===== config.mk =====
export PLATFORM = sky130hd
export DESIGN_NAME = slot_oe_delay
export DESIGN_NICKNAME = d
export VERILOG_FILES = /design/src/rtl/slot_oe_pkg.sv /design/src/rtl/slot_oe_sync.sv /design/src/rtl/slot_oe_qual.sv /design/src/rtl/slot_oe_count.sv /design/src/rtl/slot_oe_delay.sv
export SDC_FILE = /design/constraint.sdc
export NUM_CORES = 1
export LEC_CHECK = 0
export ABC_AREA = 1
export BUFFER_PORTS_ARGS = -buffer_cell sky130_fd_sc_hd__buf_4
export CORE_MARGIN = 5
export CORE_UTILIZATION = 40
export DETAILED_ROUTE_END_ITERATION = 10
export PLACE_DENSITY = 0.55
export REMOVE_ABC_BUFFERS = 1
export SLEW_MARGIN = 15
export SYNTH_ARGS = -nofsm -noshare
export SYNTH_HDL_FRONTEND = slang
export SYNTH_SLANG_ARGS = --single-unit

===== constraint.sdc =====
create_clock -name clk -period 2.8 [get_ports clk]
set_input_delay 0.84 -clock clk [delete_from_list [all_inputs] [get_ports clk]]
set_output_delay 0.84 -clock clk [all_outputs]
set_load 0.02 [all_outputs]

===== src/rtl/slot_oe_pkg.sv =====
package slot_oe_pkg;

  // Host-side slot signals gathered into one bundle so they can be synchronized together.
  typedef struct packed {
    logic devsel_n;
    logic iosel_n;
    logic iostrb_n;
    logic rw;
    logic phi2;
  } slot_bus_t;

  localparam int SLOT_BUS_W = $bits(slot_bus_t);

  // A read cycle that the card is allowed to answer.
  function automatic logic read_qualifies(input slot_bus_t b);
    return (~b.devsel_n | ~b.iosel_n | ~b.iostrb_n) & b.rw & b.phi2;
  endfunction

endpackage


===== src/rtl/slot_oe_sync.sv =====
module slot_oe_sync #(
  parameter int WIDTH  = 5,
  parameter int STAGES = 2
) (
  input  logic             clk,
  input  logic             rst_n,
  input  logic [WIDTH-1:0] async_in,
  input  logic [WIDTH-1:0] idle_val,
  output logic [WIDTH-1:0] sync_out
);

  logic [WIDTH-1:0] chain [STAGES];

  for (genvar s = 0; s < STAGES; s++) begin : g_stage
    if (s == 0) begin : g_first
      always_ff @(posedge clk or negedge rst_n) begin
        if (!rst_n) chain[0] <= idle_val;
        else        chain[0] <= async_in;
      end
    end else begin : g_next
      always_ff @(posedge clk or negedge rst_n) begin
        if (!rst_n) chain[s] <= idle_val;
        else        chain[s] <= chain[s-1];
      end
    end
  end

  assign sync_out = chain[STAGES-1];

endmodule


===== src/rtl/slot_oe_qual.sv =====
module slot_oe_qual
  import slot_oe_pkg::*;
(
  input  slot_bus_t bus,
  output logic      qualified
);

  assign qualified = read_qualifies(bus);

endmodule


===== src/rtl/slot_oe_count.sv =====
module slot_oe_count #(
  parameter int DELAY_CYCLES = 18,
  parameter int SYNC_STAGES  = 2
) (
  input  logic clk,
  input  logic rst_n,
  input  logic qual_sync,
  output logic armed
);

  // Edges left to count once the synchronized qualifier is visible.
  localparam int HOLD = DELAY_CYCLES - SYNC_STAGES;
  localparam int CW   = (HOLD < 2) ? 1 : $clog2(HOLD + 1);
  localparam logic [CW-1:0] HOLD_V = CW'(HOLD);

  logic [CW-1:0] cnt;

  always_ff @(posedge clk or negedge rst_n) begin
    if (!rst_n)              cnt <= '0;
    else if (!qual_sync)     cnt <= '0;
    else if (cnt != HOLD_V)  cnt <= cnt + 1'b1;
  end

  assign armed = (cnt == HOLD_V);

endmodule


===== src/rtl/slot_oe_delay.sv =====
module slot_oe_delay
  import slot_oe_pkg::*;
#(
  parameter int DELAY_CYCLES = 18,
  parameter int SYNC_STAGES  = 2
) (
  input  logic clk,
  input  logic rst_n,
  input  logic devsel_n,
  input  logic iosel_n,
  input  logic iostrb_n,
  input  logic rw,
  input  logic phi2,
  output logic bus_oe_n
);

  initial begin
    if (DELAY_CYCLES <= SYNC_STAGES || SYNC_STAGES < 1)
      $error("slot_oe_delay: DELAY_CYCLES must exceed SYNC_STAGES >= 1");
  end

  slot_bus_t raw_bus, sync_bus;
  slot_bus_t idle_bus;
  logic      qual_raw, qual_sync, armed;

  assign raw_bus  = '{devsel_n: devsel_n, iosel_n: iosel_n, iostrb_n: iostrb_n,
                      rw: rw, phi2: phi2};
  assign idle_bus = '{devsel_n: 1'b1, iosel_n: 1'b1, iostrb_n: 1'b1,
                      rw: 1'b1, phi2: 1'b0};

  slot_oe_sync #(.WIDTH(SLOT_BUS_W), .STAGES(SYNC_STAGES)) u_sync (
    .clk      (clk),
    .rst_n    (rst_n),
    .async_in (raw_bus),
    .idle_val (idle_bus),
    .sync_out (sync_bus)
  );

  // Synchronized view feeds the delay counter.
  slot_oe_qual u_qual_sync (.bus(sync_bus), .qualified(qual_sync));

  // Raw view gates the output so release needs no clock edge.
  slot_oe_qual u_qual_raw (.bus(raw_bus), .qualified(qual_raw));

  slot_oe_count #(.DELAY_CYCLES(DELAY_CYCLES), .SYNC_STAGES(SYNC_STAGES)) u_count (
    .clk       (clk),
    .rst_n     (rst_n),
    .qual_sync (qual_sync),
    .armed     (armed)
  );

  assign bus_oe_n = ~(armed & qual_raw & rst_n);

endmodule


# Word level (Yosys, flattened, before mapping)
# Cells that the tools add are included.
# Widths: inputs -> output; s select.
[word_totals]
output_inout_bits = 1
in_bits = 7
ff_bits = 15
wordCells = 26
[op_classes]
n_addsub = 1
eq_ne = 3
muxes = 2
n_bitwise = 17
[ops]
columns = ["operator", "count"]
rows = [
  ["$mux 5", 2],
  ["$not 1->1", 7],
  ["$and 1x1->1", 6],
  ["$add 5x1->5 const B", 1],
  ["$eq 5x5->1 const B", 1],
  ["$ne 5x5->1 const B", 1],
  ["$or 1x1->1", 4],
  ["$ne 2x2->1 const B", 1],
]

# Logic depth before layout (Yosys ltp)
[depth]
word_depth = 8
ltp_mapped = 8
mapped_depth_nobuf = 8

# Worst setup path after synthesis
# OpenSTA, ideal clock, no wires.
[synth_timing]
kind = "input -> output"
startpoint = "input port rst_n"
endpoint = "output port bus_oe_n"
arrival_ns = 1.127
setup_slack_ns = 0.833
n_path_buf = 0
path_stages = 3
t_required_ns = 1.960
path_cell_list = "nand3_1 -> nor2_1 -> nand2_1"
[synth_via]
elab_chain_len = 2
[synth_lines]
columns = ["item", "line_no", "source"]
rows = [
  ["start, declared", "slot_oe_delay.sv:8", "input logic rst_n,"],
  ["$and 1x1->1", "slot_oe_delay.sv:52", "assign bus_oe_n = ~(armed & qual_raw & rst_n);"],
  ["$not 1->1", "slot_oe_delay.sv:52", ""],
  ["end, declared", "slot_oe_delay.sv:14", "output logic bus_oe_n"],
]
# No other way between the ends.

# Worst setup path after layout
# Same ends and word-level chain as after synthesis.

==> results.sh <==
export IMPL_rows=13
export IMPL_tightest_slew_ns=0.187
export IMPL_period_share_pct=81.5
export IMPL_crit_cells=5
export IMPL_syn_avg_cell_area_um2=10.5
export IMPL_fp_dieH_um=48.1
export IMPL_ant_nets=0
export IMPL_r2r_start="u_count.cnt[0]"
export IMPL_gp_congestion=0.717
export IMPL_crit_top_cell="buf_4"
export IMPL_synth_seq_cells=15
export IMPL_start_kind="input port"
export IMPL_grt_pass1_vias=353
export IMPL_fin_nets=76
export IMPL_maxSlewViolCount=0
export IMPL_postCtsSetupBuffers=0
export IMPL_fin_skew_ns=0.00270
export IMPL_netlist_top_cells_count="nand2_1 (11), dfstp_2 (8), dfrtp_1 (7), inv_1 (7), nor2_1 (7)"
export IMPL_yosysSeqAreaShare_pct=66.5
export IMPL_synth_warnings=0
export IMPL_firstDrtPassIters=4
export IMPL_holdPathEnd="u_sync.sync_out[0]"
export IMPL_synth_largest_area_cell="dfstp_2"
export IMPL_insertion_delay_ns=0.27
export IMPL_fp_dieW_um=48.1
export IMPL_path_max_fanout=16
export IMPL_grt_max_degree=17
export IMPL_synthArstFlopShare_pct=100
export IMPL_fillers=126
export IMPL_cp_slowest_cell="buf_4"
export IMPL_wl_per_cell_um=9.98
export IMPL_antenna_found_initial=0
export IMPL_grt_setup_unrepaired="false"
export IMPL_drt_iter0_drc=3
export IMPL_ff2ff_path_depth=4
export IMPL_cts_max_path_buffers=2
export IMPL_area_delta_synth_final_pct=16.8
export IMPL_min_delay_start="u_sync.chain[5]"
export IMPL_min_path_cells=0
export IMPL_hold_path_class="flip-flop to flip-flop"
export IMPL_core_um2=1330
export IMPL_outcome="finished clean"
export IMPL_grt_pass1_wl_um=1390
export IMPL_worst_path_buf_inv=2
export IMPL_cts_resized_gates=0
export IMPL_synth_area_top_cells="dfstp_2 (36%), dfrtp_1 (30%), nand2_1 (7.1%), nand3_1 (5.2%), inv_1 (4.5%)"
export IMPL_fin_total_pwr_uw=365
export IMPL_drive_gt1_share_pct=34.8
export IMPL_io_pins=8
export IMPL_post_route_min_period_ns=2.28
export IMPL_powerDensity_nw_per_um2=539
export IMPL_cts_sinks=15
export IMPL_hpwlAfterDp_um=627
export IMPL_syn_area_um2=579
export IMPL_drc=0
export IMPL_die_area_um2=2310
export IMPL_routed_wl_um=808
export IMPL_max_freq_mhz=438
export IMPL_initial_utilization_pct=43.4
export IMPL_h_tree_depth=1
export IMPL_vias_per_cell=4.64
export IMPL_netlist_instances=55
export IMPL_cap_violations=0
export IMPL_dr_wl_met3_um=52
export IMPL_hold_viol_final=0
export IMPL_track_usage_pct=9.38
export IMPL_topRoutingLayerUsed="met4"
export IMPL_synth_top_area_share_pct=36.3
export IMPL_cts_root_buf="clkbuf_4"
export IMPL_synth_edf_count=0
export IMPL_reg2reg_to="u_count.cnt[2]"
export IMPL_slew_headroom_pct=87.5
export IMPL_crit_required_ns=1.96
export IMPL_cts_tree="built"
export IMPL_crit_type="input port to output pin"
export IMPL_setup_viol=0
export IMPL_synth_most_common_cell="nand2_1"
export IMPL_p_leak_uw=0.000333
export IMPL_tns_ns=0
export IMPL_antenna_cells=0
export IMPL_synth_ff_type="dfstp_2"
export IMPL_drt_met1_wl_um=377
export IMPL_cts_made_buffers=3
export IMPL_via_count=376
export IMPL_r2r_slack_ns=1.63
export IMPL_max_stage_delay_ns=0.20
export IMPL_vdd_drop_max_uv=397
export IMPL_endpoint_kind="output pin"
export IMPL_port_buffer_count=7
export IMPL_yosysUniqueCellTypes=12
export IMPL_worstPathArrival_ns=1.44
export IMPL_dr_wl_met2_um=375
export IMPL_crit_family="buffers and inverters"
export IMPL_clk_pin_slew_ns=0.07
export IMPL_gr_total_overflow=0
export IMPL_cts_hold_buf=0
export IMPL_crit_chain="buf_4, nand3_1, nor2_1, nand2_1, buf_4"
## state kept, by name, indices dropped and copies added, names as in the netlist
register         flops
u_sync.chain         5
u_count.cnt          5
u_sync.sync_out      5
## cells by family (layout without fill, tap and decap cells)
logic type,count (synthesis),count (layout),share of synthesized area (%)
buf+inv,7,18,4.54
flops,15,15,66.5
simple gates,30,30,23.3
compound gates,1,1,1.30
fa+ha+maj,2,2,4.32
## power by group
group / switching [uW] / total (uW) / internal [uW]
registers: 3.31 / 233 / 230
clock network: 57.0 / 112 / 55.2
logic: 10.9 / 19.9 / 9.05
total: 71.2 / 365 / 294
## metal layers
layer  track usage, %  vias up
met5                0        -
met4             3.23        0
met1             10.9      177
met2             13.5        7
li1                 -      190
met3             6.77        2
## worst max path at each step
stage                   start  endpoint
4_1_cts                 rst_n  bus_oe_n
5_1_grt        u_count.cnt[0]  bus_oe_n
3_5_place_dp            rst_n  bus_oe_n
3_3_place_gp            rst_n  bus_oe_n
6_report                rst_n  bus_oe_n
2_1_floorplan           rst_n  bus_oe_n
## worst reg2reg max path, cell delays in order, from the launching register on
cell     delay, ns
dfrtp_1       0.42
ha_1          0.24
or2_2         0.30
nand3_1       0.08
nor2_1        0.04
## layout make-up
class	instances	area (um2)	area share, %
Sequential cell	15	385	56.9
Multi-Input combinational cell	33	168	24.8
Timing Repair Buffer	7	52.6	7.76
Clock buffer	4	26.3	3.88
Inverter	7	26.3	3.88
Tap cell	15	18.8	2.77
## metrics by stage
stage,hold WS [ns],utilization [%],std cells,area [um2],setup slack [ns]
floorplan,0.331,-,55,579,0.833
global placement,0.335,48.8,77,651,0.512
detailed placement,0.337,48.8,77,651,0.503
CTS,0.356,50.8,81,677,0.503
global route,0.361,50.8,81,677,0.413
finish,0.352,50.8,81,677,0.519
## cell usage in the layout, fill, tap and decap left out, types with 2 or more instances in the layout
| cell | count |
|---|---|
| dfstp_2 | 8 |
| nand3_1 | 6 |
| nor2_1 | 7 |
| nor2_2 | 2 |
| dfrtp_1 | 7 |
| nand2_1 | 11 |
| clkbuf_4 | 3 |
| nand2_2 | 2 |
| inv_1 | 7 |
| ha_1 | 2 |
| buf_4 | 7 |
(Power assumes the default switching activity.)
